$ cat src/rtl/rhm_pkg.sv
package rhm_pkg;
  localparam int REG_W         = 32;
  localparam int CLR_BIT       = 31;
  localparam int TICKS_PER_SEC = 25_000_000;
endpackage

$ cat src/rtl/rhm_sync.sv
module rhm_sync #(
  parameter int STAGES = 2
) (
  input  logic clk,
  input  logic rst_n,
  input  logic async_i,
  output logic sync_o
);
  localparam int LAST = STAGES - 1;

  logic [LAST:0] chain_q;

  generate
    for (genvar s = 0; s < STAGES; s++) begin : g_stage
      if (s == 0) begin : g_first
        always_ff @(posedge clk) begin
          if (!rst_n) chain_q[s] <= 1'b1;
          else        chain_q[s] <= async_i;
        end
      end else begin : g_next
        always_ff @(posedge clk) begin
          if (!rst_n) chain_q[s] <= 1'b1;
          else        chain_q[s] <= chain_q[s-1];
        end
      end
    end
  endgenerate

  assign sync_o = chain_q[LAST];
endmodule

$ cat src/rtl/rhm_counter.sv
module rhm_counter #(
  parameter int W = 29
) (
  input  logic         clk,
  input  logic         rst_n,
  input  logic         inc_en,
  input  logic         clr,
  output logic [W-1:0] cnt_o
);
  localparam logic [W-1:0] CNT_MAX = '1;

  logic [W-1:0] cnt_q;
  logic         at_max;

  assign at_max = (cnt_q == CNT_MAX);

  always_ff @(posedge clk) begin
    if (!rst_n)                cnt_q <= '0;
    else if (clr)              cnt_q <= '0;
    else if (inc_en && !at_max) cnt_q <= cnt_q + W'(1);
  end

  assign cnt_o = cnt_q;
endmodule

$ cat src/rtl/rhm_regport.sv
module rhm_regport
  import rhm_pkg::*;
#(
  parameter int CNT_W = 29
) (
  input  logic             clk,
  input  logic             rst_n,
  input  logic             cmd_valid,
  output logic             cmd_ready,
  input  logic             cmd_we,
  input  logic [REG_W-1:0] cmd_wdata,
  output logic             rsp_valid,
  input  logic             rsp_ready,
  output logic [REG_W-1:0] rsp_rdata,
  input  logic [CNT_W-1:0] cnt_i,
  output logic             clr_o
);
  logic             valid_q;
  logic [REG_W-1:0] data_q;
  logic             accept;
  logic             unused_wbits;

  assign unused_wbits = ^cmd_wdata[CLR_BIT-1:0];
  assign cmd_ready    = !valid_q || rsp_ready;
  assign accept       = cmd_valid && cmd_ready;
  assign clr_o        = accept && cmd_we && cmd_wdata[CLR_BIT];

  always_ff @(posedge clk) begin
    if (!rst_n) begin
      valid_q <= 1'b0;
      data_q  <= '0;
    end else if (accept) begin
      valid_q <= 1'b1;
      data_q  <= cmd_we ? '0 : REG_W'(cnt_i);
    end else if (rsp_ready) begin
      valid_q <= 1'b0;
    end
  end

  assign rsp_valid = valid_q;
  assign rsp_rdata = data_q;
endmodule

$ cat src/rtl/rst_hold_meter.sv
module rst_hold_meter
  import rhm_pkg::*;
#(
  parameter int CNT_W       = 29,
  parameter int SYNC_STAGES = 2
) (
  input  logic             clk,
  input  logic             rst_n,
  input  logic             hold_n,
  input  logic             cmd_valid,
  output logic             cmd_ready,
  input  logic             cmd_we,
  input  logic [REG_W-1:0] cmd_wdata,
  output logic             rsp_valid,
  input  logic             rsp_ready,
  output logic [REG_W-1:0] rsp_rdata
);
  logic             hold_sync;
  logic             clr;
  logic [CNT_W-1:0] cnt_q;

  rhm_sync #(.STAGES(SYNC_STAGES)) u_sync (
    .clk     (clk),
    .rst_n   (rst_n),
    .async_i (hold_n),
    .sync_o  (hold_sync)
  );

  rhm_counter #(.W(CNT_W)) u_cnt (
    .clk    (clk),
    .rst_n  (rst_n),
    .inc_en (!hold_sync),
    .clr    (clr),
    .cnt_o  (cnt_q)
  );

  rhm_regport #(.CNT_W(CNT_W)) u_port (
    .clk       (clk),
    .rst_n     (rst_n),
    .cmd_valid (cmd_valid),
    .cmd_ready (cmd_ready),
    .cmd_we    (cmd_we),
    .cmd_wdata (cmd_wdata),
    .rsp_valid (rsp_valid),
    .rsp_ready (rsp_ready),
    .rsp_rdata (rsp_rdata),
    .cnt_i     (cnt_q),
    .clr_o     (clr)
  );
endmodule

$ cat config.mk
export PLATFORM = sky130hd
export DESIGN_NAME = rst_hold_meter
export DESIGN_NICKNAME = d
export VERILOG_FILES = /design/src/rtl/rhm_pkg.sv /design/src/rtl/rhm_sync.sv /design/src/rtl/rhm_counter.sv /design/src/rtl/rhm_regport.sv /design/src/rtl/rst_hold_meter.sv
export SDC_FILE = /design/constraint.sdc
export NUM_CORES = 1
export LEC_CHECK = 0
export CAP_MARGIN = 0
export CORE_MARGIN = 3
export CORE_UTILIZATION = 45
export CTS_BUF_LIST = sky130_fd_sc_hd__clkbuf_4 sky130_fd_sc_hd__clkbuf_8 sky130_fd_sc_hd__clkbuf_16
export DETAILED_ROUTE_END_ITERATION = 8
export PLACE_DENSITY = 0.78
export SLEW_MARGIN = 20
export SYNTH_ARGS = -nofsm -noshare
export SYNTH_HDL_FRONTEND = slang
export SYNTH_SLANG_ARGS = --single-unit
$ cat constraint.sdc
create_clock -name clk -period 5.7 [get_ports clk]
set_clock_uncertainty 0.05 [all_clocks]
set_input_delay 0.855 -clock clk [delete_from_list [all_inputs] [get_ports clk]]
set_output_delay 0.855 -clock clk [all_outputs]
set_load 0.01 [all_outputs]
==> results by group <==
Critical path
  – Slowest CP cell: clkdlybuf4s50_1
  – Startpoint types: primary input
  – Worst path bufs/invs: 2
  – CP required: ~4800 ps
  – Crit Path Class: in2out
  – Max stage delay on crit path: about 560 ps
  – Crit path cell chain: clkdlybuf4s50_1 -> nand2b_1 -> clkdlybuf4s50_1
  – Data arrival, critical path: approximately 2000 ps
  – Crit-path most repeated cell: clkdlybuf4s50_1
  – Reg-to-reg startpoint: u_cnt.cnt_o[0]
  – Critical path's top delay family: buffers and inverters
  – Reg2reg setup slack: 3230 ps
  – Worst R2R End: u_cnt.cnt_o[4]
  – Top fanout value on the critical path: 4
  – Crit path capture type: output port
  – Worst r2r path cells: 6

STA
  – RSZ-0062 raised after global routing: false
  – FMAX: approximately 340 MHz
  – Setup TNS: 0 ps
  – Worst slew pin tran: 940.2 ps
  – Hold Slack: roughly 370 ps
  – Fin. max-slew vios: 0
  – Final hold violations: 0
  – Slew Limit Headroom: ~37%
  – Min Clock Period, post-route: between 2000 and 3000 ps
  – # setup viols final: 0
  – Final period util: about 50%

Yosys
  – Top cell type's share of synthesized area: approximately 44%
  – Cells after Synth: ~320
  – Seq/Total Area, Yosys: ~44%
  – Main synth FF type: dfxtp_1
  – Syn Area/Cell: approximately 8.7 um2
  – Mapped Area: around 2700 um2
  – Synth unique cells: between 40 and 50
  – Synth warn: 0
  – Fraction of registers with async set/reset: 0%
  – Largest area contributor in the netlist: dfxtp_1
  – Post-synth EDFFs: 0
  – Post-synthesis sequential element count: slightly above 60
  – Synth top area cells: dfxtp_1, a21oi_1, nor3b_1

Drt
  – WL final: roughly 6.3 mm
  – Antenna Violating Nets Remaining: 0
  – Drt pass-1 iters: 4
  – Routed len/inst: approximately 15 um
  – Via/cell ratio: 5.653
  – Vias: approximately 2400
  – DR DRC count: 0
  – Initial DRC count: 140

Floorplanning
  – Initial Util: 48.13%
  – Die Span X: between 80 and 90 um
  – FP Rows: 27
  – Die Ht: around 84 um
  – Io pins: around 70
  – Core Box Area: 5709 um2
  – DIE AREA: roughly 7100 um2

Pwr
  – Worst VDD drop: 0.1744 mV
  – Power Density: between 200 and 250 nW/um2
  – LEAKAGE: 1.101 nW

Placed design
  – # port buffers: 37
  – Gpl congestion: approximately 0.75
  – DP Area: about 3100 um2
  – Post-DP HPWL: slightly above 4 mm

Global routing
  – Largest net degree at the start of global routing: 60
  – Initial antenna violation count: 0
  – Grt total ovfl: 0
  – Global-route wire length before repair: around 11 mm
  – Vias in the first global route: between 2000 and 2500
  – Aggregate global-route resource usage: a little under a fifth

Worst hold path
  – Hold Startpoint: u_sync.chain_q[0]
  – Worst Hold Class: reg2reg
  – WHS Endpoint: u_sync.sync_o
  – Worst hold stages: 1

Clock network
  – Post-CTS setup buffers: 0
  – H-tree levels: 3
  – CTS Sinks: 61
  – Clk root buf: clkbuf_8
  – Post-CTS Resized: 0
  – Worst skew pair latency: 340 ps
  – Clock slew at reported path FFs: approximately 60 ps
  – CTS buffer count: 9
  – CTS tree: yes
  – CTS Hold Bufs: 0
  – Max clock buf depth: 2

Run status
  – Status: finished, final reports clean

Finish
  – Most common cell after layout, fill and taps aside: dfxtp_1
  – Antenna diodes: 0
  – Most frequent cells in the layout: dfxtp_1, a21oi_1, nor2_1
  – FILL cells: just under 500
  – Fin area: between 3000 and 4000 um2
  – Fraction of layout cells with a size suffix above 1: 9.375%
  – Final net count: slightly below 400
  – Syn-to-layout area delta: 20.22%

Flow run
  – Number of max-cap violations: 0
worst reg2reg max path: cells and delay by family (launching register included):
kind,cells,cell delay [ps]
compound gates,3,940
flops,1,430
simple gates,2,700
fa+ha+maj,1,280
cell usage after synthesis, types with 6 or more instances:
master,count
dfxtp_1,61
a21oi_1,47
nor2_1,45
nor3b_1,24
nand2_1,14
clkbuf_1,10
inv_1,9
nand3_1,9
nand4_1,9
nor3_1,6
xnor2_1,6
state kept, by name, summed over array words and instances (netlist names):
name / flops
u_port.rsp_valid: 1
u_port.rsp_rdata: 29
u_cnt.cnt_o: 29
u_sync.chain_q: 1
u_sync.sync_o: 1
logic make-up (layout without fill, tap and decap cells):
group                    Yosys count  count (layout)  synth area share [%]
AO/OA/AOI/OAI                     72              72                 16.30
AND/OR/NAND/NOR                  139             139                 29.37
buffers and inverters             31              64                 5.419
multiplexers                       1               1                0.3643
XOR/XNOR                          11              11                 3.506
other                              1               3                0.1365
flip-flops                        61              61                 44.44
adder cells (fa/ha/maj)            1               1                0.4553
power by group:
part	switching, W	internal, W	leakage (nW)
clock	0.000159	0.000200	0.0994
sequential	0.00000177	0.000428	0.492
combinational	0.0000256	0.00000908	0.509
layer usage:
layer | share of wire (%) | wire length [um] | GRT usage [%] | up-vias
met2 | 45 | 2835 | 27.47 | 63
met5 | 0 | 0 | 0 | -
li1 | - | - | - | 1182
met4 | 1.8 | 112 | 10.38 | 0
met3 | 4.6 | 294 | 3.827 | 8
met1 | 49 | 3080 | 26.25 | 1144
worst max-delay path by stage:
stage,startpoint,to,depth (start not counted)
CTS,cmd_we,u_cnt.cnt_o[21],5
detailed placement,cmd_we,u_cnt.cnt_o[23],5
global placement,cmd_we,u_cnt.cnt_o[23],5
floorplan,rsp_ready,u_cnt.cnt_o[10],5
finish,rsp_ready,cmd_ready,3
global route,rst_n,u_cnt.cnt_o[11],5
final cells by class:
class / instances / area, um2 / area share [%]
clock inverter: 1 / 5.005 / 0.1515
clock buffer: 14 / 180.2 / 5.455
inverter: 9 / 33.78 / 1.023
tap: 72 / 90.09 / 2.727
multi-input combinational: 227 / 1385 / 41.93
sequential: 61 / 1221 / 36.97
timing repair buffer: 40 / 387.9 / 11.74
per-stage QoR:
step / setup WS (ps) / total power [W] / utilization (%) / instances
2_1_floorplan: 3622 / 0.0004638 / - / 319
3_3_place_gp: 2418 / 0.0004732 / 54.70 / 409
3_5_place_dp: 2355 / 0.0004741 / 54.70 / 409
4_1_cts: 2632 / 0.0008281 / 57.94 / 424
5_1_grt: 2665 / 0.0008450 / 57.86 / 424
6_report: 2783 / 0.0008239 / 57.86 / 424
Power figures use the tool's default switching activity.
